<file path="src/rtl/csm_pkg.sv">
package csm_pkg;

    // Distance from the modulus up to the next power of two.
    function automatic int gap_of(input int n, input int m);
        return (1 << n) - m;
    endfunction

endpackage

</file>
<file path="src/rtl/csm_csa.sv">
// One level of full adders: three vectors in, a sum vector and a carry
// vector (shifted up one place) out.
module csm_csa #(
    parameter int W = 4
) (
    input  logic [W-1:0] x,
    input  logic [W-1:0] y,
    input  logic [W-1:0] z,
    output logic [W-1:0] sum,
    output logic [W:0]   cry
);
    assign cry[0] = 1'b0;

    for (genvar i = 0; i < W; i++) begin : g_cell
        assign sum[i]   = x[i] ^ y[i] ^ z[i];
        assign cry[i+1] = (x[i] & y[i]) | (x[i] & z[i]) | (y[i] & z[i]);
    end
endmodule

</file>
<file path="src/rtl/csm_fix.sv">
// Correction stage: if the carry vector holds a bit of weight 2^N, drop it
// and add the gap constant in carry-save form; otherwise pass the pair on.
module csm_fix #(
    parameter int N   = 4,
    parameter int GAP = 3
) (
    input  logic [N-1:0] s_in,
    input  logic [N:0]   c_in,
    output logic [N-1:0] s_out,
    output logic [N:0]   c_out
);
    localparam logic [N-1:0] ADD_V = GAP[N-1:0];

    logic [N-1:0] t_s;
    logic [N:0]   t_c;

    csm_csa #(.W(N)) u_csa (
        .x   (s_in),
        .y   (c_in[N-1:0]),
        .z   (ADD_V),
        .sum (t_s),
        .cry (t_c)
    );

    always_comb begin
        if (c_in[N]) begin
            s_out = t_s;
            c_out = t_c;
        end else begin
            s_out = s_in;
            c_out = {1'b0, c_in[N-1:0]};
        end
    end
endmodule

</file>
<file path="src/rtl/csm_modadd.sv">
module csm_modadd #(
    parameter int N_BITS  = 12,
    parameter int MODULUS = 2050
) (
    input  logic              clk,
    input  logic              rst_n,
    input  logic              in_valid,
    input  logic [N_BITS-1:0] a_sum,
    input  logic [N_BITS-1:0] a_cry,
    input  logic [N_BITS-1:0] b_sum,
    input  logic [N_BITS-1:0] b_cry,
    output logic              out_valid,
    output logic [N_BITS-1:0] res_sum,
    output logic [N_BITS-1:0] res_cry
);
    localparam int N     = N_BITS;
    localparam int NFIX  = 2;
    localparam int GAP   = csm_pkg::gap_of(N_BITS, MODULUS);
    localparam int GAP2  = 2 * GAP;
    localparam logic [N-1:0] GAP_V  = GAP[N-1:0];
    localparam logic [N-1:0] GAP2_V = GAP2[N-1:0];

    typedef struct packed {
        logic         v;
        logic [N-1:0] s;
        logic [N:0]   c;
        logic [N-1:0] bc;
    } lvl1_t;

    typedef struct packed {
        logic         v;
        logic [N:0]   s;
        logic [N+1:0] c;
    } lvl2_t;

    typedef struct packed {
        logic         v;
        logic [N-1:0] s;
        logic [N:0]   c;
    } fix_t;

    typedef struct packed {
        lvl1_t             p1;
        lvl2_t             p2;
        fix_t [NFIX:0]     px;
    } pipe_t;

    pipe_t pipe_d, pipe_q;

    // Step 1: A sum, A carry, B sum
    logic [N-1:0] l1_s;
    logic [N:0]   l1_c;
    csm_csa #(.W(N)) u_lvl1 (
        .x   (a_sum),
        .y   (a_cry),
        .z   (b_sum),
        .sum (l1_s),
        .cry (l1_c)
    );

    // Step 2: fold in B carry
    logic [N:0]   l2_s;
    logic [N+1:0] l2_c;
    csm_csa #(.W(N+1)) u_lvl2 (
        .x   ({1'b0, pipe_q.p1.s}),
        .y   (pipe_q.p1.c),
        .z   ({1'b0, pipe_q.p1.bc}),
        .sum (l2_s),
        .cry (l2_c)
    );

    // Step 3: count overflow bits, add 0, one or two gaps
    logic [1:0]   ovf_cnt;
    logic [N-1:0] k_add;
    logic [N-1:0] l3_s;
    logic [N:0]   l3_c;

    always_comb begin
        ovf_cnt = {1'b0, pipe_q.p2.s[N]} + {1'b0, pipe_q.p2.c[N]};
        case (ovf_cnt)
            2'd0:    k_add = '0;
            2'd1:    k_add = GAP_V;
            default: k_add = GAP2_V;
        endcase
    end

    csm_csa #(.W(N)) u_lvl3 (
        .x   (pipe_q.p2.s[N-1:0]),
        .y   (pipe_q.p2.c[N-1:0]),
        .z   (k_add),
        .sum (l3_s),
        .cry (l3_c)
    );

    // Steps 4 and 5: single-bit fix stages
    logic [N-1:0] fx_s [1:NFIX];
    logic [N:0]   fx_c [1:NFIX];

    for (genvar j = 1; j <= NFIX; j++) begin : g_fix
        csm_fix #(.N(N), .GAP(GAP)) u_fix (
            .s_in  (pipe_q.px[j-1].s),
            .c_in  (pipe_q.px[j-1].c),
            .s_out (fx_s[j]),
            .c_out (fx_c[j])
        );
    end

    always_comb begin
        pipe_d = pipe_q;

        pipe_d.p1.v  = in_valid;
        pipe_d.p1.s  = l1_s;
        pipe_d.p1.c  = l1_c;
        pipe_d.p1.bc = b_cry;

        pipe_d.p2.v = pipe_q.p1.v;
        pipe_d.p2.s = l2_s;
        pipe_d.p2.c = l2_c;

        pipe_d.px[0].v = pipe_q.p2.v;
        if (ovf_cnt == 2'd0) begin
            pipe_d.px[0].s = pipe_q.p2.s[N-1:0];
            pipe_d.px[0].c = {1'b0, pipe_q.p2.c[N-1:0]};
        end else begin
            pipe_d.px[0].s = l3_s;
            pipe_d.px[0].c = l3_c;
        end

        for (int j = 1; j <= NFIX; j++) begin
            pipe_d.px[j].v = pipe_q.px[j-1].v;
            pipe_d.px[j].s = fx_s[j];
            pipe_d.px[j].c = fx_c[j];
        end
    end

    always_ff @(posedge clk) begin
        if (!rst_n) pipe_q <= '0;
        else        pipe_q <= pipe_d;
    end

    assign out_valid = pipe_q.px[NFIX].v;
    assign res_sum   = pipe_q.px[NFIX].s;
    assign res_cry   = pipe_q.px[NFIX].c[N-1:0];

    // Cycles since reset, saturating, so the latency check never looks
    // back past the reset release.
    logic [2:0] warm_q;
    always_ff @(posedge clk) begin
        if (!rst_n)             warm_q <= '0;
        else if (warm_q != 3'd5) warm_q <= warm_q + 3'd1;
    end

    p_no_overflow_r7: assert property (@(posedge clk) disable iff (!rst_n)
        pipe_q.px[NFIX].v |-> !pipe_q.px[NFIX].c[N]);

    p_lvl2_top_r1: assert property (@(posedge clk) disable iff (!rst_n)
        pipe_q.p2.v |-> !pipe_q.p2.c[N+1]);

    p_keep_residue_r1: assert property (@(posedge clk) disable iff (!rst_n)
        pipe_q.px[0].v |->
            ((int'(pipe_q.px[0].s) + int'(pipe_q.px[0].c)) % MODULUS) ==
            $past((int'(pipe_q.p2.s) + int'(pipe_q.p2.c)) % MODULUS));

    p_latency_r3: assert property (@(posedge clk) disable iff (!rst_n)
        (warm_q == 3'd5) |-> (out_valid == $past(in_valid, 5)));
endmodule

</file>
<file path="config.mk">
export PLATFORM = sky130hd
export DESIGN_NAME = csm_modadd
export DESIGN_NICKNAME = d
export VERILOG_FILES = /design/src/rtl/csm_pkg.sv /design/src/rtl/csm_csa.sv /design/src/rtl/csm_fix.sv /design/src/rtl/csm_modadd.sv
export SDC_FILE = /design/constraint.sdc
export NUM_CORES = 1
export LEC_CHECK = 0
export BUFFER_PORTS_ARGS = -buffer_cell sky130_fd_sc_hd__buf_4
export CAP_MARGIN = 25
export CELL_PAD_IN_SITES_DETAIL_PLACEMENT = 1
export CELL_PAD_IN_SITES_GLOBAL_PLACEMENT = 1
export CORE_ASPECT_RATIO = 1.25
export CORE_UTILIZATION = 49
export DETAILED_ROUTE_END_ITERATION = 10
export PLACE_DENSITY_LB_ADDON = 0.1
export SLEW_MARGIN = 20
export SYNTH_ARGS = -nofsm -noshare
export SYNTH_HDL_FRONTEND = slang
export SYNTH_SLANG_ARGS = --single-unit
</file>
<file path="constraint.sdc">
create_clock -name clk -period 5.15 [get_ports clk]
set_input_delay 0.2575 -clock clk [delete_from_list [all_inputs] [get_ports clk]]
set_output_delay 0.2575 -clock clk [all_outputs]
set_load 0.02 [all_outputs]
</file>
==> flow_summary_export.csv, run 1 <==
group,metric,value,unit
logic_synthesis,netlist_area,5750,um^2
logic_synthesis,synth_ff_type,"dfxtp_1",
placement,placed_area,6100,um^2
cts,cts_resized,0,
worst_setup_path,endpoint_kind,"flop",
grt,grt_pass1_vias,3428,
floorplanning,rows,43,
run,maxCapViolations,0,
worst_setup_path,worstRegToRegCells,6,
hold_path,hp-class,"input port to flop",
cts,cts_setup_buffers,0,
power,internal_power,0.00208,W
worst_setup_path,r2r-start,"pipe_q[90]",
logic_synthesis,post-synth-top-count-cell,"dfxtp_1",
grt,grt_antenna_before_repair,0,
hold_path,min_path_cells,2,
final_layout,fill_cells,1188,
drt,drt_iter0_markers,70,
logic_synthesis,synthesis.instances,520,
worst_setup_path,path_delay_family,"adder cells",
floorplanning,die_area,12200,um^2
logic_synthesis,ys_types,28,
power,totalPowerFinal,0.00267,W
sta,timing.fmax,0.544,GHz
drt,wl_per_cell,12.6,um
drt,vias,3360,
sta,setup-tns-final,0,ns
placement,dp_hpwl,6390,um
floorplanning,ios,76,
logic_synthesis,synth.top_cells.by_count,"dfxtp_1, and2_1, inv_1, nor2_1",
sta,finalHoldViolCount,0,
final_layout,final_area,6750,um^2
worst_setup_path,crit_fanout,39,
final_layout,diodes,0,
cts,root_buffer,"clkbuf_16",
drt,wl_met2,5000,um
cts,cts_hold_buf,0,
floorplanning,die_y,123,um
worst_setup_path,arrival,2.16,ns
hold_path,hold_end,"pipe_q[106]",
cts,ctsHtreeMaxLevel,4,
logic_synthesis,ys_seq_area_share,47.7,%
cts,path_clk_slew,0.06,ns
cts,clk_path_buf_depth,2,
drt,drc,0,
sta,drv_slew,0,
placement,io_buffers,74,
drt,routed_via_density,4.71,
grt,grt_max_degree,75,
run_status,status,"finished clean",
drt,firstDrtPassIters,3,
logic_synthesis,syn-num-nets,629,
drt,met1_length,3500,um
worst_setup_path,worst-setup-path-type,"flop to flop",
power,p_comb_share,9.5,%
worst_setup_path,cp_cell_sequence,"inv_1, ha_2, buf_12, fa_1, and2b_1, a211oi_1",
sta,worstMarginPinSlew,0.515,ns
logic_synthesis,synth_top_area_cell,"dfxtp_1",
floorplanning,die_x,98.9,um
floorplanning,start_util,51.1,%
final_layout,area_growth,17.6,%
power,p_per_area,395,nW/um^2
final_layout,nets,674,
logic_synthesis,synthArstFlopShare,0,%
logic_synthesis,yosys_warnings,0,
worst_setup_path,worst_path_max_delay_cell,"fa_1",
power,power.share.switching,22.0,%
logic_synthesis,avgSynthCellArea,11.0,um^2
sta,fin_crit_sh,35.7,%
power,p_clk_share,46.9,%
worst_setup_path,critPathMaxStageDelay,0.43,ns
cts,cts_tree,"done",
sta,setup_viol,0,
drt,wl_met3,308,um
power,power.switching,0.000586,W
sta,skew,0.00579,ns
cts,cts_buffers,17,
logic_synthesis,synth_top_area_share,47.7,%
logic_synthesis,synth_area_leaders,"dfxtp_1, fa_1, and2_1",
worst_setup_path,crit_required,5.47,ns
worst_setup_path,critPathBufInv,2,
power,pwr-share-seq,43.6,%
sta,rsz0062_at_grt,"no",
logic_synthesis,synth_edf_count,0,
drt,routed_wl,8980,um
grt,grt_pass1_wl,15200,um
sta,slew_headroom,65.6,%
hold_path,hp-start,"b_cry[0]",
logic_synthesis,ys_ff_latch,137,
power,p_leak,2.73,nW
final_layout,final_util,60.1,%
grt,grt_usage,16.5,%
sta,period_minus_slack,1.84,ns
drt,top_layer,"met4",
final_layout,drive_gt1_share,23.7,%
worst_setup_path,reg2reg_slack,3.31,ns
cts,cts_num_sinks,137,
cts,clk_latency,0.41,ns
drt,route.antenna.remaining_nets,0,
floorplanning,coreArea,11200,um^2
worst_setup_path,r2r_end,"pipe_q[18]",
grt,grt_overflow_total,0,
power,ir_drop,0.215,mV
worst_setup_path,start_kind,"flop",
placement,globalplace.congestion,0.703,
-- worst max-delay path by stage --
stage,startpoint,depth (start not counted),slack (ns),to
detailed placement,pipe_q[90],5,2.94,pipe_q[15]
finish,pipe_q[90],6,3.31,pipe_q[18]
global route,pipe_q[90],6,3.18,pipe_q[18]
CTS,pipe_q[90],5,2.92,pipe_q[19]
global placement,pipe_q[90],5,3.03,pipe_q[15]
floorplan,pipe_q[90],5,3.44,pipe_q[15]
-- final cells by class --
type | instances | area (um^2) | area share [%]
Sequential cell | 137 | 2740 | 40.6
Clock buffer | 22 | 494 | 7.32
Timing Repair Buffer | 78 | 598 | 8.86
Multi-Input combinational cell | 266 | 2370 | 35.0
Clock inverter | 10 | 140 | 2.07
Inverter | 65 | 244 | 3.61
Tap cell | 135 | 169 | 2.50
-- registers in the layout (all words and copies together), names as in the netlist --
register   cells
out_valid      1
pipe_q       109
pipe_d         4
res_sum       12
res_cry       11
-- per-stage QoR --
step	hold WS, ns	std cells	setup slack [ns]
after floorplan	0.385	520	3.44
after global routing	0.0438	713	3.18
after global placement	0.414	680	3.03
after CTS	0.0339	712	2.92
after detailed placement	0.421	680	2.94
final	0.0531	713	3.31
-- cells in the final DEF, fill, tap and decap left out --
cell type	synthesis	routed
a211oi_1	33	33
a211oi_2	23	23
a21oi_1	4	4
a21oi_2	1	1
and2_1	69	69
and2b_1	6	6
and3_1	2	2
buf_12	0	1
buf_4	33	77
bufinv_16	0	3
clkbuf_16	0	17
clkbuf_8	0	5
clkinv_2	0	2
clkinv_4	0	2
clkinvlp_4	0	3
conb_1	1	1
dfxtp_1	137	137
fa_1	33	33
ha_1	25	24
ha_2	0	1
inv_1	64	64
inv_2	1	1
mux2i_1	2	2
nand2_1	3	3
nand2_2	1	1
nand2b_1	7	7
nor2_1	38	38
nor2b_1	12	12
nor3_1	3	3
nor4_1	1	1
or2_1	2	2
-- per-layer routing --
layer | track usage [%] | up-vias
met5 | 0 | -
met4 | 9.24 | 0
met3 | 3.96 | 14
met2 | 31.5 | 71
met1 | 16.4 | 1573
li1 | - | 1702
-- cell families after synthesis --
| kind of cell | after synthesis | share of synthesized area, % |
|---|---|---|
| flops | 137 | 47.7 |
| mux | 2 | 0.348 |
| simple gates | 144 | 14.0 |
| other cells | 1 | 0.0653 |
| compound gates | 61 | 9.82 |
| fa+ha+maj | 58 | 16.9 |
| buf+inv | 117 | 11.1 |
-- power groups by stage --
stage,Combinational (W),Clock (W),Sequential [W]
2_1_floorplan,0.000183,0,0.00118
3_3_place_gp,0.000229,0,0.00118
3_5_place_dp,0.000253,0,0.00119
4_1_cts,0.000260,0.00128,0.00117
5_1_grt,0.000296,0.00133,0.00117
6_report,0.000253,0.00125,0.00116
(Power assumes the default switching activity.)
==> run 2, diff against run 1 <==
--- a/config.mk
+++ b/config.mk
@@ -10,7 +10,7 @@
 export CELL_PAD_IN_SITES_DETAIL_PLACEMENT = 1
 export CELL_PAD_IN_SITES_GLOBAL_PLACEMENT = 1
 export CORE_ASPECT_RATIO = 1.25
-export CORE_UTILIZATION = 49
+export CORE_UTILIZATION = 41
 export DETAILED_ROUTE_END_ITERATION = 10
 export PLACE_DENSITY_LB_ADDON = 0.1
 export SLEW_MARGIN = 20
==> constraint.sdc (replaced) <==
create_clock -name clk -period 1.6 [get_ports clk]
set_input_delay 0.08 -clock clk [delete_from_list [all_inputs] [get_ports clk]]
set_output_delay 0.08 -clock clk [all_outputs]
set_load 0.02 [all_outputs]
==> flow_summary_export.csv, run 2 (synthesis results as in run 1) <==
group,metric,value,unit
run_status,status,"finished clean",
floorplanning,ios,76,
final_layout,largest-register,"pipe_q",
run,maxCapViolations,0,
worst_setup_path,critPathMaxStageDelay,0.42,ns
worst_setup_path,worst-setup-path-type,"flop to flop",
placement,globalplace.congestion,0.672,
sta,finalHoldViolCount,0,
cts,root_buffer,"clkbuf_16",
final_layout,area_growth,22.1,%
drt,drt_iter0_markers,50,
worst_setup_path,path_delay_family,"adder cells",
grt,grt_antenna_before_repair,0,
grt,grt_max_degree,66,
final_layout,seqCellArea,2750,um^2
cts,clk_path_buf_depth,2,
sta,timing.fmax,0.658,GHz
drt,routed_wl,8930,um
cts,cts_buffers,17,
placement,dp_hpwl,6100,um
cts,path_clk_slew,0.05,ns
final_layout,multi_input_area,2400,um^2
floorplanning,die_x,108,um
sta,period_minus_slack,1.52,ns
drt,drc,0,
final_layout,fill_cells,1502,
floorplanning,die_y,134,um
sta,setup_viol,0,
worst_setup_path,critical_path.startpoint,"pipe_q[104]",
drt,vias,3397,
final_layout,diodes,0,
drt,wl_per_cell,11.5,um
sta,skew,0.00625,ns
sta,layout_setup_ws,0.0798,ns
worst_setup_path,r2r-start,"pipe_q[104]",
sta,setup-tns-final,0,ns
power,totalPowerFinal,0.00837,W
power,p_per_area,1190,nW/um^2
final_layout,nets,695,
final_layout,final_common_cell,"dfxtp_1",
sta,fin_crit_sh,95.0,%
placement,pre_cts_ws,0.000885,ns
drt,routed_via_density,4.39,
worst_setup_path,cp_cell_sequence,"inv_2, ha_4, buf_12, fa_1, and2b_1, a211oi_2",
cts,cts_tree,"done",
worst_setup_path,critPathBufInv,2,
worst_setup_path,crit_fanout,11,
hold_path,hp-class,"input port to flop",
worst_setup_path,worst_path_max_delay_cell,"fa_1",
worst_setup_path,crit_required,1.92,ns
sta,whs,0.0230,ns
power,ir_drop,0.459,mV
floorplanning,die_area,14500,um^2
cts,ctsHtreeMaxLevel,4,
drt,firstDrtPassIters,4,
floorplanning,start_util,41.8,%
cts,cts_num_sinks,137,
final_layout,mostFrequentLayoutCells,"dfxtp_1, buf_4, and2_1",
grt,grt_pass1_wl,15800,um
grt,grt_pass1_vias,3593,
sta,rsz0062_at_grt,"no",
power,p_leak,2.83,nW
hold_path,hp-start,"rst_n",
grt,grt_usage,14.0,%
grt,grt_overflow_total,0,
cts,clk_latency,0.40,ns
drt,route.antenna.remaining_nets,0,
final_layout,largest_reg_flops,109,
worst_setup_path,arrival,1.84,ns
floorplanning,rows,48,
worst_setup_path,start_kind,"flop",
final_layout,final_util,51.0,%
final_layout,drive_gt1_share,24.9,%
floorplanning,coreArea,13800,um^2
worst_setup_path,endpoint_kind,"flop",
sta,drv_slew,0,
placement,io_buffers,74,
-- run 2: changes by cell type in the layout (fill, tap and decap cells not counted), sizes merged --
cell	delta
buf	+7
bufbuf	+1
bufinv	-1
clkbuf	+1
clkinvlp	-1
dlygate4sd3	+13
-- run 2: final cells by class --
type	count	area share, %
tap	175	3.12
multi-input combinational	266	34.2
clock buffer	23	6.81
inverter	65	3.48
sequential	137	39.1
timing repair buffer	99	11.9
clock inverter	8	1.35
-- run 2: worst paths after layout --
kind	endpoint	slack [ns]	depth (start not counted)
max	pipe_q[16]	0.08	6
min	out_valid	0.02	2
max reg2reg	pipe_q[16]	0.08	6
min reg2reg	res_sum[0]	0.43	1
-- run 2: what timing repair did --
action,in CTS,in global routing
hold endpoints to repair,13,0
setup buffers,0,1
pin swaps,0,1
hold buffers,13,0
endpoints found under the setup margin,3,9
gates cloned,1,0
gates resized for setup,1,9
-- run 2: routing by layer --
| layer | global-route usage [%] | part of all wire, % |
|---|---|---|
| met5 | 0 | 0 |
| met4 | 6.85 | 1.8 |
| met3 | 3.74 | 3.7 |
| met2 | 24.3 | 52 |
| met1 | 15.8 | 42 |
-- run 2: worst reg2reg max path, cell delays in order (launching register included) --
cell and delay (ns):
dfxtp_2 0.33, inv_2 0.04, ha_4 0.17, buf_12 0.15
fa_1 0.42, and2b_1 0.18, a211oi_2 0.14
-- run 2: per-stage QoR --
step | instance area, um^2 | std cells
after floorplan | 5750 | 520
after global placement | 6240 | 727
after detailed placement | 6240 | 727
after CTS | 6990 | 772
after global routing | 7020 | 773
final | 7020 | 773
-- run 2: power by group --
group,total (W),switching (W),leakage (nW),internal (W)
Sequential,0.00374,0.0000974,1.13,0.00365
Combinational,0.000894,0.000426,1.42,0.000468
Clock,0.00373,0.00133,0.279,0.00240
==> run 3, diff against run 2 <==
--- a/config.mk
+++ b/config.mk
@@ -10,7 +10,7 @@
 export CELL_PAD_IN_SITES_DETAIL_PLACEMENT = 1
 export CELL_PAD_IN_SITES_GLOBAL_PLACEMENT = 1
 export CORE_ASPECT_RATIO = 1.25
-export CORE_UTILIZATION = 41
+export CORE_UTILIZATION = 40
 export DETAILED_ROUTE_END_ITERATION = 10
 export PLACE_DENSITY_LB_ADDON = 0.1
 export SLEW_MARGIN = 20
==> constraint.sdc (replaced) <==
create_clock -name clk -period 1.6 [get_ports clk]
set_input_delay 0.4 -clock clk [delete_from_list [all_inputs] [get_ports clk]]
set_output_delay 0.4 -clock clk [all_outputs]
set_load 0.02 [all_outputs]
==> flow_summary_export.csv, run 3 (synthesis results as in run 1) <==
group,metric,value,unit
grt,grt_antenna_before_repair,0,
cts,cts_buffers,17,
floorplanning,ios,76,
grt,grt_overflow_total,0,
drt,routed_wl,8330,um
cts,ctsHtreeMaxLevel,4,
drt,vias,3355,
floorplanning,die_y,136,um
final_layout,mostFrequentLayoutCells,"dfxtp_1, buf_4, and2_1",
placement,globalplace.congestion,0.672,
drt,drt_iter0_markers,59,
run,maxCapViolations,0,
drt,wl_met3,398,um
floorplanning,die_area,14900,um^2
worst_setup_path,start_kind,"flop",
power,ir_drop,0.510,mV
worst_setup_path,crit_required,1.88,ns
cts,clk_path_buf_depth,2,
cts,clk_latency,0.40,ns
worst_setup_path,crit_fanout,12,
final_layout,diodes,0,
worst_setup_path,worst-setup-path-type,"flop to flop",
run_status,status,"finished clean",
worst_setup_path,cp_cell_sequence,"inv_1, ha_4, buf_12, fa_1, nor2b_1, a211oi_2",
cts,path_clk_slew,0.05,ns
final_layout,final_common_cell,"dfxtp_1",
sta,timing.fmax,0.643,GHz
sta,finalHoldViolCount,0,
drt,top_layer,"met4",
drt,met1_length,3540,um
floorplanning,start_util,41.2,%
worst_setup_path,critPathMaxStageDelay,0.47,ns
floorplanning,coreArea,13900,um^2
final_layout,fin_cells,759,
worst_setup_path,endpoint_kind,"flop",
drt,firstDrtPassIters,3,
cts,root_buffer,"clkbuf_16",
final_layout,area_growth,19.8,%
floorplanning,die_x,109,um
final_layout,largest-register,"pipe_q",
grt,grt_usage,12.6,%
drt,route.antenna.remaining_nets,0,
grt,grt_pass1_wl,14500,um
floorplanning,rows,48,
hold_path,hp-class,"input port to flop",
placement,io_buffers,74,
grt,grt_pass1_vias,3477,
placement,dp_hpwl,5840,um
sta,skew,0.00706,ns
worst_setup_path,reg2reg_slack,0.05,ns
drt,routed_via_density,4.42,
cts,cts_num_sinks,137,
worst_setup_path,worst_path_max_delay_cell,"fa_1",
sta,fin_crit_sh,97.2,%
worst_setup_path,arrival,1.83,ns
power,p_per_area,1200,nW/um^2
placement,place_inst,727,
final_layout,drive_gt1_share,24.8,%
grt,grt_max_degree,74,
sta,setup_viol,0,
drt,wl_met2,4270,um
sta,period_minus_slack,1.55,ns
cts,cts_tree,"done",
drt,wl_per_cell,11.0,um
final_layout,largest_reg_flops,109,
sta,whs,0.200,ns
power,p_leak,2.76,nW
drt,drc,0,
sta,drv_slew,0,
final_layout,nets,682,
## run 3: path summary, 6_finish.rpt
path	from	to	cells past startpoint
max reg2reg	pipe_q[104]	pipe_q[22]	6
min reg2reg	pipe_q[39]	res_sum[0]	1
max	pipe_q[104]	pipe_q[22]	6
min	b_cry[10]	pipe_q[116]	2
## run 3: final cells by class
cell class	instances	area (um^2)
repair buffers	86	713
well taps	175	219
clock buffers	23	478
flip-flops and latches	137	2750
inverters	65	244
clock inverters	7	93.8
fillers	1516	7050
multi-input cells	266	2390
## run 3: repair_timing
item                       4_1_cts  5_1_grt
cloned                           0        1
setup endpoints to repair        1        8
pin swaps                        0        1
setup buffers                    0        1
hold buffers                     0        0
gates resized for setup          1        5
## run 3: metrics by stage
step,TNS (ns),cell area (um^2),utilization [%],total power [W],setup slack [ns]
after floorplan,0,5750,-,0.00438,0.0542
after global placement,0,6250,44.9,0.00459,0.0563
after CTS,0,6830,49.0,0.00842,0.00535
final,0,6880,49.4,0.00829,0.0455
after global routing,-0.0242,6880,49.4,0.00873,-0.0146
after detailed placement,-0.00847,6250,44.9,0.00464,-0.00847
## run 3: power breakdown
part	internal, W	total [W]	switching, W
Sequential	0.00365	0.00374	0.0000967
Clock	0.00239	0.00371	0.00132
Combinational	0.000432	0.000836	0.000404
Total	0.00647	0.00829	0.00182
## run 3: routing by layer
layer	GRT usage [%]	up-vias
li1	-	1722
met1	13.3	1555
met2	22.0	71
met3	4.55	7
met4	6.22	0
met5	0	-
## run 3: critical path: cells and delay by family, from the launching register on
family	cells	cell delay, ns
adder cells (fa/ha/maj)	2	0.65
flip-flops	1	0.33
buffers and inverters	2	0.21
AND/OR/NAND/NOR	1	0.18
AO/OA/AOI/OAI	1	0.05
